[config.mk]
export PLATFORM = sky130hd
export DESIGN_NAME = rx_frame_sequencer
export DESIGN_NICKNAME = d
export VERILOG_FILES = /design/src/rtl/rx_frame_pkg.sv /design/src/rtl/rx_frame_ctrl.sv /design/src/rtl/rx_word_dpath.sv /design/src/rtl/rx_frame_sequencer.sv
export SDC_FILE = /design/constraint.sdc
export NUM_CORES = 1
export LEC_CHECK = 0
export ABC_AREA = 1
export CORE_ASPECT_RATIO = 2
export CORE_UTILIZATION = 46
export CTS_CLUSTER_DIAMETER = 60
export DETAILED_ROUTE_END_ITERATION = 10
export PLACE_DENSITY = 0.81
export SYNTH_ARGS = -nofsm -noshare
export SYNTH_HDL_FRONTEND = slang
export SYNTH_SLANG_ARGS = --single-unit
[constraint.sdc]
create_clock -name clk -period 5.4 [get_ports clk]
set_input_delay 0.54 -clock clk [delete_from_list [all_inputs] [get_ports clk]]
set_output_delay 0.54 -clock clk [all_outputs]
set_load 0.03 [all_outputs]
[src/rtl/rx_frame_pkg.sv]
package rx_frame_pkg;

  localparam int LEN_W = 7;

  typedef struct packed {
    logic clearShift;
    logic shiftEn;
    logic emit;
    logic emitPhase;
    logic emitEnd;
  } rxStrobe_t;

endpackage

[src/rtl/rx_frame_ctrl.sv]
module rx_frame_ctrl
  import rx_frame_pkg::*;
#(
  parameter int WORD_W = 8
) (
  input  logic             clk,
  input  logic             rstN,
  input  logic             syncIn,
  input  logic             dualPhase,
  input  logic [LEN_W-1:0] phase1Len,
  input  logic [LEN_W-1:0] phase2Len,
  input  logic             ignoreSync,
  input  logic             errClear,
  output rxStrobe_t        strobe,
  output logic             syncErr
);

  localparam int BIT_W = (WORD_W > 1) ? $clog2(WORD_W) : 1;
  localparam logic [BIT_W-1:0] LAST_BIT = BIT_W'(WORD_W - 1);

  logic             active;
  logic [BIT_W-1:0] bitCnt;
  logic [LEN_W-1:0] wordCnt;
  logic             phase;

  logic [LEN_W-1:0] curLen;
  logic             lastBit;
  logic             lastWord;
  logic             finalPhase;
  logic             frameLast;
  logic             premature;
  logic             abortNow;
  logic             startNow;

  always_comb begin
    curLen     = phase ? phase2Len : phase1Len;
    lastBit    = (bitCnt == LAST_BIT);
    lastWord   = (wordCnt == curLen);
    finalPhase = phase || !dualPhase;
    frameLast  = active && lastBit && lastWord && finalPhase;
    premature  = syncIn && active && !frameLast;
    abortNow   = premature && !ignoreSync;
    startNow   = syncIn && (!active || frameLast || !ignoreSync);
  end

  always_comb begin
    strobe.clearShift = startNow;
    strobe.shiftEn    = active && !abortNow;
    strobe.emit       = active && lastBit && !abortNow;
    strobe.emitPhase  = phase;
    strobe.emitEnd    = frameLast;
  end

  always_ff @(posedge clk or negedge rstN) begin
    if (!rstN) begin
      active  <= 1'b0;
      bitCnt  <= '0;
      wordCnt <= '0;
      phase   <= 1'b0;
    end else if (startNow) begin
      active  <= 1'b1;
      bitCnt  <= '0;
      wordCnt <= '0;
      phase   <= 1'b0;
    end else if (active) begin
      if (lastBit) begin
        bitCnt <= '0;
        if (lastWord) begin
          wordCnt <= '0;
          if (finalPhase) begin
            active <= 1'b0;
            phase  <= 1'b0;
          end else begin
            phase <= 1'b1;
          end
        end else begin
          wordCnt <= wordCnt + 1'b1;
        end
      end else begin
        bitCnt <= bitCnt + 1'b1;
      end
    end
  end

  always_ff @(posedge clk or negedge rstN) begin
    if (!rstN) begin
      syncErr <= 1'b0;
    end else if (abortNow) begin
      syncErr <= 1'b1;
    end else if (errClear) begin
      syncErr <= 1'b0;
    end
  end


  err_sticky_chk: assert property (@(posedge clk) disable iff (!rstN)
    syncErr && !errClear |=> syncErr);


  err_cause_chk: assert property (@(posedge clk) disable iff (!rstN)
    $rose(syncErr) |-> $past(syncIn) && !$past(ignoreSync));


  idle_no_err_chk: assert property (@(posedge clk) disable iff (!rstN)
    !active && !syncErr |=> !syncErr);


  phase_two_dual_chk: assert property (@(posedge clk) disable iff (!rstN)
    active && phase |-> dualPhase);


  word_range_chk: assert property (@(posedge clk) disable iff (!rstN)
    active |-> wordCnt <= curLen);

endmodule

[src/rtl/rx_word_dpath.sv]
module rx_word_dpath
  import rx_frame_pkg::*;
#(
  parameter int WORD_W = 8
) (
  input  logic              clk,
  input  logic              rstN,
  input  logic              serIn,
  input  rxStrobe_t         strobe,
  output logic              wordValid,
  output logic [WORD_W-1:0] wordData,
  output logic              wordPhase,
  output logic              frameEnd
);

  logic [WORD_W-1:0] shiftReg;
  logic [WORD_W-1:0] shiftNext;

  assign shiftNext = {shiftReg[WORD_W-2:0], serIn};

  always_ff @(posedge clk or negedge rstN) begin
    if (!rstN) begin
      shiftReg <= '0;
    end else if (strobe.clearShift) begin
      shiftReg <= '0;
    end else if (strobe.shiftEn) begin
      shiftReg <= shiftNext;
    end
  end

  always_ff @(posedge clk or negedge rstN) begin
    if (!rstN) begin
      wordValid <= 1'b0;
      frameEnd  <= 1'b0;
      wordPhase <= 1'b0;
      wordData  <= '0;
    end else begin
      wordValid <= strobe.emit;
      frameEnd  <= strobe.emit && strobe.emitEnd;
      if (strobe.emit) begin
        wordData  <= shiftNext;
        wordPhase <= strobe.emitPhase;
      end
    end
  end


  end_with_valid_chk: assert property (@(posedge clk) disable iff (!rstN)
    frameEnd |-> wordValid);


  valid_pulse_chk: assert property (@(posedge clk) disable iff (!rstN)
    wordValid |=> !wordValid);

endmodule

[src/rtl/rx_frame_sequencer.sv]
module rx_frame_sequencer
  import rx_frame_pkg::*;
#(
  parameter int WORD_W = 8
) (
  input  logic              clk,
  input  logic              rstN,
  input  logic              serIn,
  input  logic              syncIn,
  input  logic              dualPhase,
  input  logic [6:0]        phase1Len,
  input  logic [6:0]        phase2Len,
  input  logic              ignoreSync,
  input  logic              errClear,
  output logic              wordValid,
  output logic [WORD_W-1:0] wordData,
  output logic              wordPhase,
  output logic              frameEnd,
  output logic              syncErr
);

  rxStrobe_t strobe;

  rx_frame_ctrl #(.WORD_W(WORD_W)) uCtrl (
    .clk        (clk),
    .rstN       (rstN),
    .syncIn     (syncIn),
    .dualPhase  (dualPhase),
    .phase1Len  (phase1Len),
    .phase2Len  (phase2Len),
    .ignoreSync (ignoreSync),
    .errClear   (errClear),
    .strobe     (strobe),
    .syncErr    (syncErr)
  );

  rx_word_dpath #(.WORD_W(WORD_W)) uDpath (
    .clk       (clk),
    .rstN      (rstN),
    .serIn     (serIn),
    .strobe    (strobe),
    .wordValid (wordValid),
    .wordData  (wordData),
    .wordPhase (wordPhase),
    .frameEnd  (frameEnd)
  );

endmodule

; Yosys cells after proc, flatten, opt, wreduce, memory -nomap -nowiden
; Cells that the tools add are included.
[op_classes]
addsub = 2
eq_ne = 2
muxes = 21
n_reduce_logical = 25
[op_table]
columns = op, count
row1 = two-way mux 7 bit, 7
row2 = two-way mux 1 bit, 11
row3 = logical AND 1 bit, 10
row4 = nonzero test 2 bit, 5
row5 = two-way mux 3 bit, 3
row6 = adder 7 x 1 -> 7 bit (second input constant), 1
row7 = equality test 7 bit, 1
row8 = logical NOT 1 bit, 5
row9 = adder 3 x 1 -> 3 bit (second input constant), 1
row10 = equality test 3 bit (second input constant), 1
row11 = logical OR 1 bit, 3
row12 = AND reduction 3 bit, 1
row13 = AND reduction 2 bit, 1
[totals]
register_bits = 31
input_bits = 21
out_inout_bits = 12
word_cells = 60

; Depth between registers and ports, before layout
; Gate-level depths: netlist (run 1).
[depth]
depth_word = 11
mapped_depth = 14
ltp_nobuf = 13

; By module
; A second synthesis (run 1) with hierarchy kept.
[unflattened]
cells_unflattened = 225
area_unflattened_um2 = 1754.2
[by_module_without_submodules]
columns = mod, n_inst, cells_per_inst, area_each_um2, seq_area_each_um2
row1 = rx_frame_ctrl, 1, 152, 1038.5, 325.3
row2 = rx_word_dpath, 1, 73, 715.7, 450.4

; Worst setup path after synthesis (run 1)
; OpenSTA, ideal clock, no wires.
[synth_path]
path_kind = reg2reg
start = reg uCtrl.bitCnt[0]
end = reg uDpath.wordPhase
setup_time_ns = 0.074
t_arrival_ns = 1.629
required_ns = 5.326
path_slack_ns = 3.697
stages_incl_launch_ff = 9
n_path_buf = 1
synth_period_minus_slack_ns = 1.703
cell_sequence = dfrtp_1 ha_1 ha_1 nand2_1 clkinv_1 nand2_4 buf_6 nand2_1 o21ai_2
[synth_via]
elab_chain_cells = 9
[synth_rtl]
columns = item, line
row1 = start: declaration, rx_frame_ctrl.sv:22  ; logic [BIT_W-1:0] bitCnt;
row2 = start signal: assignment, rx_frame_ctrl.sv:80  ; bitCnt <= bitCnt + 1'b1;
row3 = equality test 3 bit (*), rx_frame_ctrl.sv:37  ; lastBit = (bitCnt == LAST_BIT);
row4 = logical AND 1 bit (*), "rx_frame_ctrl.sv:40, rx_frame_ctrl.sv:49"
row5 = logical AND 1 bit (2 in a row), rx_frame_ctrl.sv:40  ; frameLast = active && lastBit && lastWord && finalPhase;
row6 = logical NOT 1 bit, rx_frame_ctrl.sv:41  ; premature = syncIn && active && !frameLast;
row7 = logical AND 1 bit, rx_frame_ctrl.sv:41
row8 = logical AND 1 bit, rx_frame_ctrl.sv:42  ; abortNow = premature && !ignoreSync;
row9 = logical NOT 1 bit, rx_frame_ctrl.sv:49  ; strobe.emit = active && lastBit && !abortNow;
row10 = logical AND 1 bit (*), rx_frame_ctrl.sv:49
row11 = end signal: assignment, rx_word_dpath.sv:42  ; wordPhase <= strobe.emitPhase;
row12 = end: declaration, rx_word_dpath.sv:12  ; output logic wordPhase,
; Mark *: on every way between the ends. The rest lies on a longest branch, timed or not.
; A chain may end at the register's enable or synchronous reset.

; Worst setup path in the final report (run 1)
[layout_path]
start = in phase2Len[6]
end = reg uDpath.shiftReg[1]
[layout_via]
elab_chain_cells = 10
word_cells_on_any_way = 14
cone_classes = eq/ne: 1 / mux: 2 / reduce/logical: 11
[layout_rtl]
columns = item, line
row1 = start: declaration, rx_frame_sequencer.sv:12  ; input logic [6:0] phase2Len,
row2 = two-way mux 7 bit (*), rx_frame_ctrl.sv:36  ; curLen = phase ? phase2Len : phase1Len;
row3 = equality test 7 bit (*), rx_frame_ctrl.sv:38  ; lastWord = (wordCnt == curLen);
row4 = logical AND 1 bit (*) (2 in a row), rx_frame_ctrl.sv:40
row5 = logical NOT 1 bit, rx_frame_ctrl.sv:41
row6 = logical AND 1 bit, rx_frame_ctrl.sv:41
row7 = logical AND 1 bit, rx_frame_ctrl.sv:42
row8 = logical NOT 1 bit, rx_frame_ctrl.sv:48  ; strobe.shiftEn = active && !abortNow;
row9 = logical AND 1 bit, rx_frame_ctrl.sv:48
row10 = nonzero test 2 bit (no line), -
row11 = end signal: assignment, rx_word_dpath.sv:27  ; shiftReg <= shiftNext;
row12 = end: declaration, rx_word_dpath.sv:16  ; logic [WORD_W-1:0] shiftReg;
; Marked as above.

==> impl.org, run 1 <==
** Status
- Run status :: finished clean

** Worst hold path
- Hold/Removal Path Class :: flop to flop
- Worst hold path cell count :: 2
- For hold timing, the worst endpoint is uDpath.wordData[3].
- In this run the most critical hold path is launched from uDpath.wordData[3].

** Synthesis
- Sequential cells were found to cover 46.5% of the synthesized design area.
- Of the post-synthesis cell area, the part taken by muxes is 0%.
- Adder-cell share of the synthesized area :: 2.25%
- The synthesized netlist devotes 3.15% of its cell area to XOR and XNOR gates.
- Fraction of the mapped netlist area in simple logic gates :: 30.3%
- Main combinational cell family by area after synthesis :: simple AND/OR/NAND/NOR gates
- Synthesis produced a netlist whose cell count is 203.
- Post-Syn Area :: 1670 um2
- The top cell type by area accounts for 46.5% of the synthesized area.
- Distinct cells, synth :: 23
- Yosys warnings :: 0
- Largest area contributor in the netlist :: dfrtp_1
- Synth area leaders :: dfrtp_1 46%, nand2_1 13%, nand3_1 7.5%, inv_1 5.6%, o21ai_2 4.2%
- Each instance of the synthesized netlist takes up on average 8.22 um2.
- Synthesis produced a netlist with a net count of 227.
- Compound-cell area share of the yosys netlist :: 8.55%
- Count of state elements after synthesis :: 31

** Worst setup path
- Worst endpoint data arrival time :: 2200 ps
- Ordered list of cells on the worst path :: clkdlybuf4s50_1 -> nand2_1 -> nand2_1 -> xor2_1 -> nor2_2 -> nand3_2 -> nand3_2 -> nand2_4 -> nand2_2 -> o21ai_0
- Highest net fanout along the worst path :: 24
- Critical path class :: input port to flop
- Critical Path End Type :: flop
- Startpoint of the worst register-to-register path :: uCtrl.phase
- On the critical path the largest part of the delay comes from simple AND/OR/NAND/NOR gates.
- In this run the critical register-to-register path is captured at uDpath.shiftReg[1].
- Register-to-Register Path Depth :: 10
- The setup check on the worst reg-to-reg path leaves a slack of 3410 ps.
- WP buf/inv :: 1
- For this design, the slowest cell found on the critical path is clkdlybuf4s50_1.
- Endpoint required time on the critical path :: 5600 ps
- Type of element launching the critical path :: input port
- For this run, the slowest stage of the critical path takes 450 ps.

** CTS
- The clock net in this run drives a total of 31 sinks.
- Latest clock arrival within the worst-skew pair :: 280 ps
- CTS root buffer :: clkbuf_8
- In this run the deepest clock path goes through 2 buffers.
- Hold_buf cts :: 0
- H-Tree Depth :: 2
- Post-CTS timing repair inserted 0 buffers for setup.
- TritonCTS Buffers :: 5
- PostCTS Resize Cnt :: 0
- TritonCTS built the clock tree.
- After clock tree synthesis, the clock-pin slew on the worst setup and hold paths is 60 ps.

** Final layout
- Proportion of layout cells with a drive suffix above 1 :: 11.3%
- Final net count :: 262
- Compared with the post-synthesis result, the final layout area differs by 26.3%.
- Fill cells :: 311
- 0 antenna diodes ended up in the layout.
- Utilization after layout :: 61.7%

** Global route
- The first global-routing pass estimated 5600 um of wire.
- Entering global routing, the biggest net connects 32 pins.
- Global routing used 19.7% of the available tracks across all layers.
- The initial antenna violation count is 0.
- Number of global-route vias before repair :: 1318
- Global route total overflow :: 0

** Timing
- Slew Viols, Final :: 0
- Setup TNS Final :: 0 ps
- Based on the critical path, the design can be clocked at up to 501 MHz.
- Actual slew at the worst max-slew pin :: 498 ps
- For the final database, setup skew stands at 3.58 ps.
- Setup-failing EPs final :: 0
- Unrepaired setup endpoints after global routing :: false
- Share of the clock period used by the worst path :: 37.0%
- Final Hold Fails :: 0
- Final worst slack :: 3400 ps
- Headroom to the max-slew limit came out at 66.8%.
- Final Critical Period :: 2000 ps

** Drt
- The first TritonRoute pass finished after 4 iterations.
- Number of vias after detailed routing :: 1392
- Wirelength per Cell :: 11.7 um
- Antenna Violating Nets Remaining :: 0
- Total Routed Length :: 3360 um
- After detailed routing, the number of remaining DRC violations is 0.
- Starting DRC count in detailed routing :: 23
- Number of vias per cell :: 4.85

** Pwr
- Static Leakage :: 1.05 nW
- Power spread over the standard cell area amounts to 332 nW/um2.
- IR analysis of the VDD net gives a maximum drop of 0.300 mV.

** Floorplanning
- The floorplan step set the die width to 44.6 um.
- For this design the top-level I/O count stands at 33.
- Core region area :: 3420 um2
- Vertical die dimension :: 87.2 um
- DIE AREA :: 3890 um2
- Effective utilization at floorplan :: 48.9%
- # rows :: 30

** Place
- Prior to clock tree synthesis, the placed netlist has a worst setup slack of 3060 ps.
- Detailed placement finished with a half-perimeter wire length of 2550 um.
- Number of buffer cells added on primary ports :: 32
- Gpl congestion :: 0.785

** Run
- The tool flagged a number of max-cap violations equal to 0.
-- layout by cell type, fill, tap and decap left out, types with 5 or more instances in the layout --
cell type        instances
xor2_1                   5
nand3_1                 25
o21ai_2                  8
inv_1                   25
o21ai_1                  8
clkbuf_8                 7
dfrtp_1                 31
clkdlybuf4s50_1         32
nor2_1                  11
nand2_1                 57
-- cell usage after synthesis (all sizes together) --
cell	number
buf	4
clkbuf	1
clkinv	1
dfrtp	31
ha	3
inv	26
nand2	61
nand3	28
nand3b	1
nand4	4
nor2	13
nor3	3
o211ai	1
o21ai	20
xnor2	1
xor2	5
-- layer usage --
layer / global-route usage (%) / vias to the layer above / routed length (um)
li1: - / 718 / -
met1: 20.1 / 642 / 1310
met2: 36.6 / 25 / 1890
met3: 3.73 / 7 / 92
met4: 9.09 / 0 / 71
met5: 0 / - / 0
-- registers in the layout, indices dropped and copies added (netlist names), 3 cells and up --
name / cells
uCtrl.wordCnt: 7
uCtrl.bitCnt: 3
uDpath.shiftReg: 7
uDpath.wordData: 8
-- cells by family after synthesis --
logic type      Yosys count
compound gates           21
xor+xnor                  6
fa+ha+maj                 3
buf+inv                  32
flops                    31
simple gates            110
-- how the worst max path moves through the flow --
stage,start,end,depth (start not counted)
2_1_floorplan,uCtrl.bitCnt[0],uDpath.wordPhase,8
6_report,phase2Len[6],uDpath.shiftReg[1],10
3_3_place_gp,phase2Len[0],uDpath.shiftReg[1],12
5_1_grt,uCtrl.phase,uDpath.shiftReg[1],10
4_1_cts,uCtrl.phase,uDpath.shiftReg[1],10
3_5_place_dp,phase2Len[6],uDpath.shiftReg[1],10
-- metrics by stage --
stage / cells / hold slack, ps / area, um2 / total power [mW]
after floorplan: 203 / 244 / 1670 / 0.424
after global placement: 279 / 471 / 2010 / 0.504
after detailed placement: 279 / 475 / 2010 / 0.508
after CTS: 287 / 493 / 2110 / 0.709
after global routing: 287 / 505 / 2110 / 0.739
final: 287 / 489 / 2110 / 0.700
-- final cells by class --
class	count	area, um2	share of cell area, %
Clock buffer	8	100	4.75
Multi-Input combinational cell	140	738	35.0
Sequential cell	31	776	36.8
Timing Repair Buffer	33	328	15.5
Tap cell	48	60.1	2.85
Inverter	27	106	5.04
-- report_power, final --
part	switching, mW	internal, mW	leakage (nW)
logic	0.117	0.0902	0.584
registers	0.0237	0.271	0.411
clock network	0.0822	0.116	0.0515
-- tightest hold or removal path, stage by stage, from the launching register on --
cell,delay [ps]
dfrtp_1,350
nand2_1,60
o21ai_2,50
Power figures use the tool's default switching activity.
==> run 2: changes to the inputs <==
==> constraint.sdc (replaced) <==
create_clock -name clk -period 2 [get_ports clk]
set_input_delay 0.2 -clock clk [delete_from_list [all_inputs] [get_ports clk]]
set_output_delay 0.2 -clock clk [all_outputs]
set_load 0.03 [all_outputs]
==> run 2 against run 1 <==
Cell area rose by 0.59%. Die area stayed put. Clock skew shrank 1.5 ps. Worst hold slack worse by 190 ps. Largest cell class unchanged. Highest routed layer unchanged.
==> impl.org, run 2 (synthesized netlist as in run 1, its figures left out) <==
** Final layout
- Area Overhead vs Synth :: 27.1%
- In the layout the commonest cells are 57 x nand2_1, 32 x clkdlybuf4s50_1, 30 x dfrtp_1, 25 x inv_1, 25 x nand3_1.
- Utilization after layout :: 62.1% (+0.37 points)
- Fill cells :: 302 (-2.9%)
- Footprint of the multi-input gates :: 747 um2 (+1.2%)
- The sequential cell area is 777 um2 (+0.16%).
- The final design instance area without fill was 2120 um2 (+0.59%).
- The library cell used most frequently in the layout, excluding fill and tap cells, is nand2_1.
- The final net count came to 264 (+0.76%).
- The fraction of final layout cells sized beyond drive strength 1 was 12.5% (+1.2 points).
- Largest registers :: uDpath.wordData x8, uCtrl.wordCnt x7, uDpath.shiftReg x7
- Register bank with the most flops :: uDpath.wordData
- The antenna cell count is 0 (unchanged).
- The flip-flop count of the largest register, all copies and words added is 8 (unchanged).

** Timing
- Actual slew at the worst max-slew pin :: 490 ps (-8.26 ps)
- The worst path in the final design needs a cycle of 1820 ps, including I/O delays and setup.
- Share of the clock period used by the worst path :: 91.0%
- The post-layout worst setup margin came to 179 ps (-3220 ps).
- The final count of pins violating max slew is 0 (unchanged).
- The relative slew slack was 67.3% (+0.55 points).
- Final Hold Fails :: 0 (unchanged)
- The total negative slack for setup checks came to 0 ps (unchanged).
- The final clock skew is 2.04 ps (-1.54 ps).
- The final setup violation count is 0 (unchanged).
- For this run, the top clock speed supported by timing is 549 MHz.

** Worst hold path
- The min-delay analysis places its worst path in the category input port to async pin.

** Pwr
- Static Leakage :: 1.05 nW (about the same)
- Combinational share of power :: 30.9% (+1.3 points)
- Share of total power consumed by net switching :: 32.9% (+1.1 points)
- The power density over cell area is 881 nW/um2 (+170%).
- The internal power component came to 1.25 mW (+160%).
- Peak supply drop :: 0.696 mV (+130%)
- The total net switching power came to 0.614 mW (+180%).
- The total power was 1.87 mW (+170%).
- Power share of the clock group :: 26.5% (-1.8 points)
- Sequential share of power :: 42.7% (+0.6 points)

** Drt
- The residual antenna-violating net count after detailed routing is 0 (unchanged).
- Number of search-and-repair iterations in the first detailed-routing pass :: 4 (unchanged)
- Number of vias per cell :: 4.91 (+1.2%)
- The initial DRC count came to 32 (+39%).
- The post-detailed-route DRC marker count came to 0 (unchanged).
- The total routed wirelength was 3570 um (+6.2%).
- Number of vias after detailed routing :: 1413 (+1.5%)
- Wirelength per Cell :: 12.4 um (+5.8%)

** Worst setup path
- STA classifies the critical path startpoint as a flop.
- Highest net fanout along the worst path :: 24 (unchanged)
- In this run the critical register-to-register path is launched from uCtrl.phase.
- The critical path data required time is 2170 ps (-3430 ps).
- The data arrival time at the worst-slack endpoint is 1990 ps (-210 ps).
- The minimum setup slack among reg-to-reg paths came to 180 ps (-3230 ps).
- The endpoint identified for the worst register-to-register timing path is uDpath.shiftReg[1].
- The worst setup path is captured at a flop.
- Critical path class :: flop to flop
- The number of cells traversed by the worst register-to-register path came to 12 (+2).

** Floorplanning
- Effective utilization at floorplan :: 48.9% (unchanged)
- The die boundary width is 44.6 um (unchanged).
- Vertical die dimension :: 87.2 um (unchanged)
- # IOs :: 33 (unchanged)
- DIE AREA :: 3890 um2 (unchanged)
- # rows :: 30 (unchanged)
- The area of the core region came to 3420 um2 (unchanged).

** CTS
- Buffers from clock root to sink, at most :: 2 (unchanged)
- The clock latency on the worst-skew pair came to 290 ps (about the same).
- CTS Sinks :: 31 (unchanged)
- Buffers inserted by post-CTS timing repair :: 0 (unchanged)
- The level count of the clock H-tree is 2 (unchanged).
- The root buffer cell chosen for the clock tree is clkbuf_8.
- The clock transition at the register clock pins on the worst setup and hold paths after CTS was 60 ps (about the same).
- The number of buffers added by the clock tree synthesis step came to 5 (unchanged).
- TritonCTS built the clock tree.

** Place
- The total half-perimeter wirelength after legalization and detailed placement is 2760 um (+8.2%).
- The number of port buffers is 32 (unchanged).
- The pre-CTS setup slack is 50.8 ps (-3010 ps).
- Gpl congestion :: 0.814 (+3.7%)
- Placed inst area :: 2020 um2 (+0.75%)

** Global route
- The combined global-route utilization of all metal layers came to 22.1% (+2.3 points).
- Number of global-route vias before repair :: 1415 (+7.4%)
- The wire length of the first global-routing pass was 6230 um (+11%).
- The initial antenna violation count is 0 (unchanged).
- Global route total overflow :: 0 (unchanged)
- Largest net degree at the start of global routing :: 32 (unchanged)

** Status
- Run status :: finished clean

** Run
- Max Cap Viol :: 0 (unchanged)
run 2: worst max-delay path, cell delays in order (launching register included):
cell and delay (ps):
dfrtp_2 490, inv_6 120, nand2_1 70, nand2_1 60, nand2_1 50, nand2_1 50
nand2_1 70, nor2_2 140, nand3_2 120, nand3_2 140, nand2_8 130, nand2_2 160
o21ai_0 90
run 2: repair_timing:
action                     in CTS  in global routing
hold buffers                    0                  0
gates resized for setup         0                  2
setup endpoints to repair       0                 26
run 2: layer usage:
metal / vias up / track usage, % / routed length [um]
met3: 8 / 3.11 / 110
li1: 718 / - / -
met5: - / 0 / 0
met2: 30 / 39.8 / 2030
met1: 657 / 24.5 / 1350
met4: 0 / 9.92 / 81
run 2: how the worst max path moves through the flow:
stage | end | start | depth (start not counted)
after floorplan | uDpath.wordPhase | uCtrl.bitCnt[0] | 8
after global placement | uDpath.shiftReg[1] | phase2Len[0] | 12
after detailed placement | uCtrl.bitCnt[1] | phase2Len[6] | 10
after CTS | uCtrl.bitCnt[1] | uCtrl.phase | 10
after global routing | uCtrl.bitCnt[1] | uCtrl.phase | 10
final | uDpath.shiftReg[1] | uCtrl.phase | 12
run 2: final cells by class:
cell class | count | share of cell area [%]
sequential | 31 | 36.6
clock inverter | 1 | 0.236
timing repair buffer | 35 | 16.2
inverter | 27 | 5.01
clock buffer | 6 | 3.89
multi-input combinational | 140 | 35.2
tap | 48 | 2.83
run 2: per-stage QoR:
stage	std cells	hold slack [ps]
2_1_floorplan	203	-95.6
3_3_place_gp	281	470
3_5_place_dp	281	469
4_1_cts	288	311
5_1_grt	288	333
6_report	288	297
run 2: power groups by stage:
stage / clock (mW) / sequential [mW] / combinational (mW)
2_1_floorplan: 0 / 0.926 / 0.220
3_3_place_gp: 0 / 0.805 / 0.568
3_5_place_dp: 0 / 0.807 / 0.576
4_1_cts: 0.504 / 0.797 / 0.580
5_1_grt: 0.527 / 0.811 / 0.628
6_report: 0.495 / 0.797 / 0.576
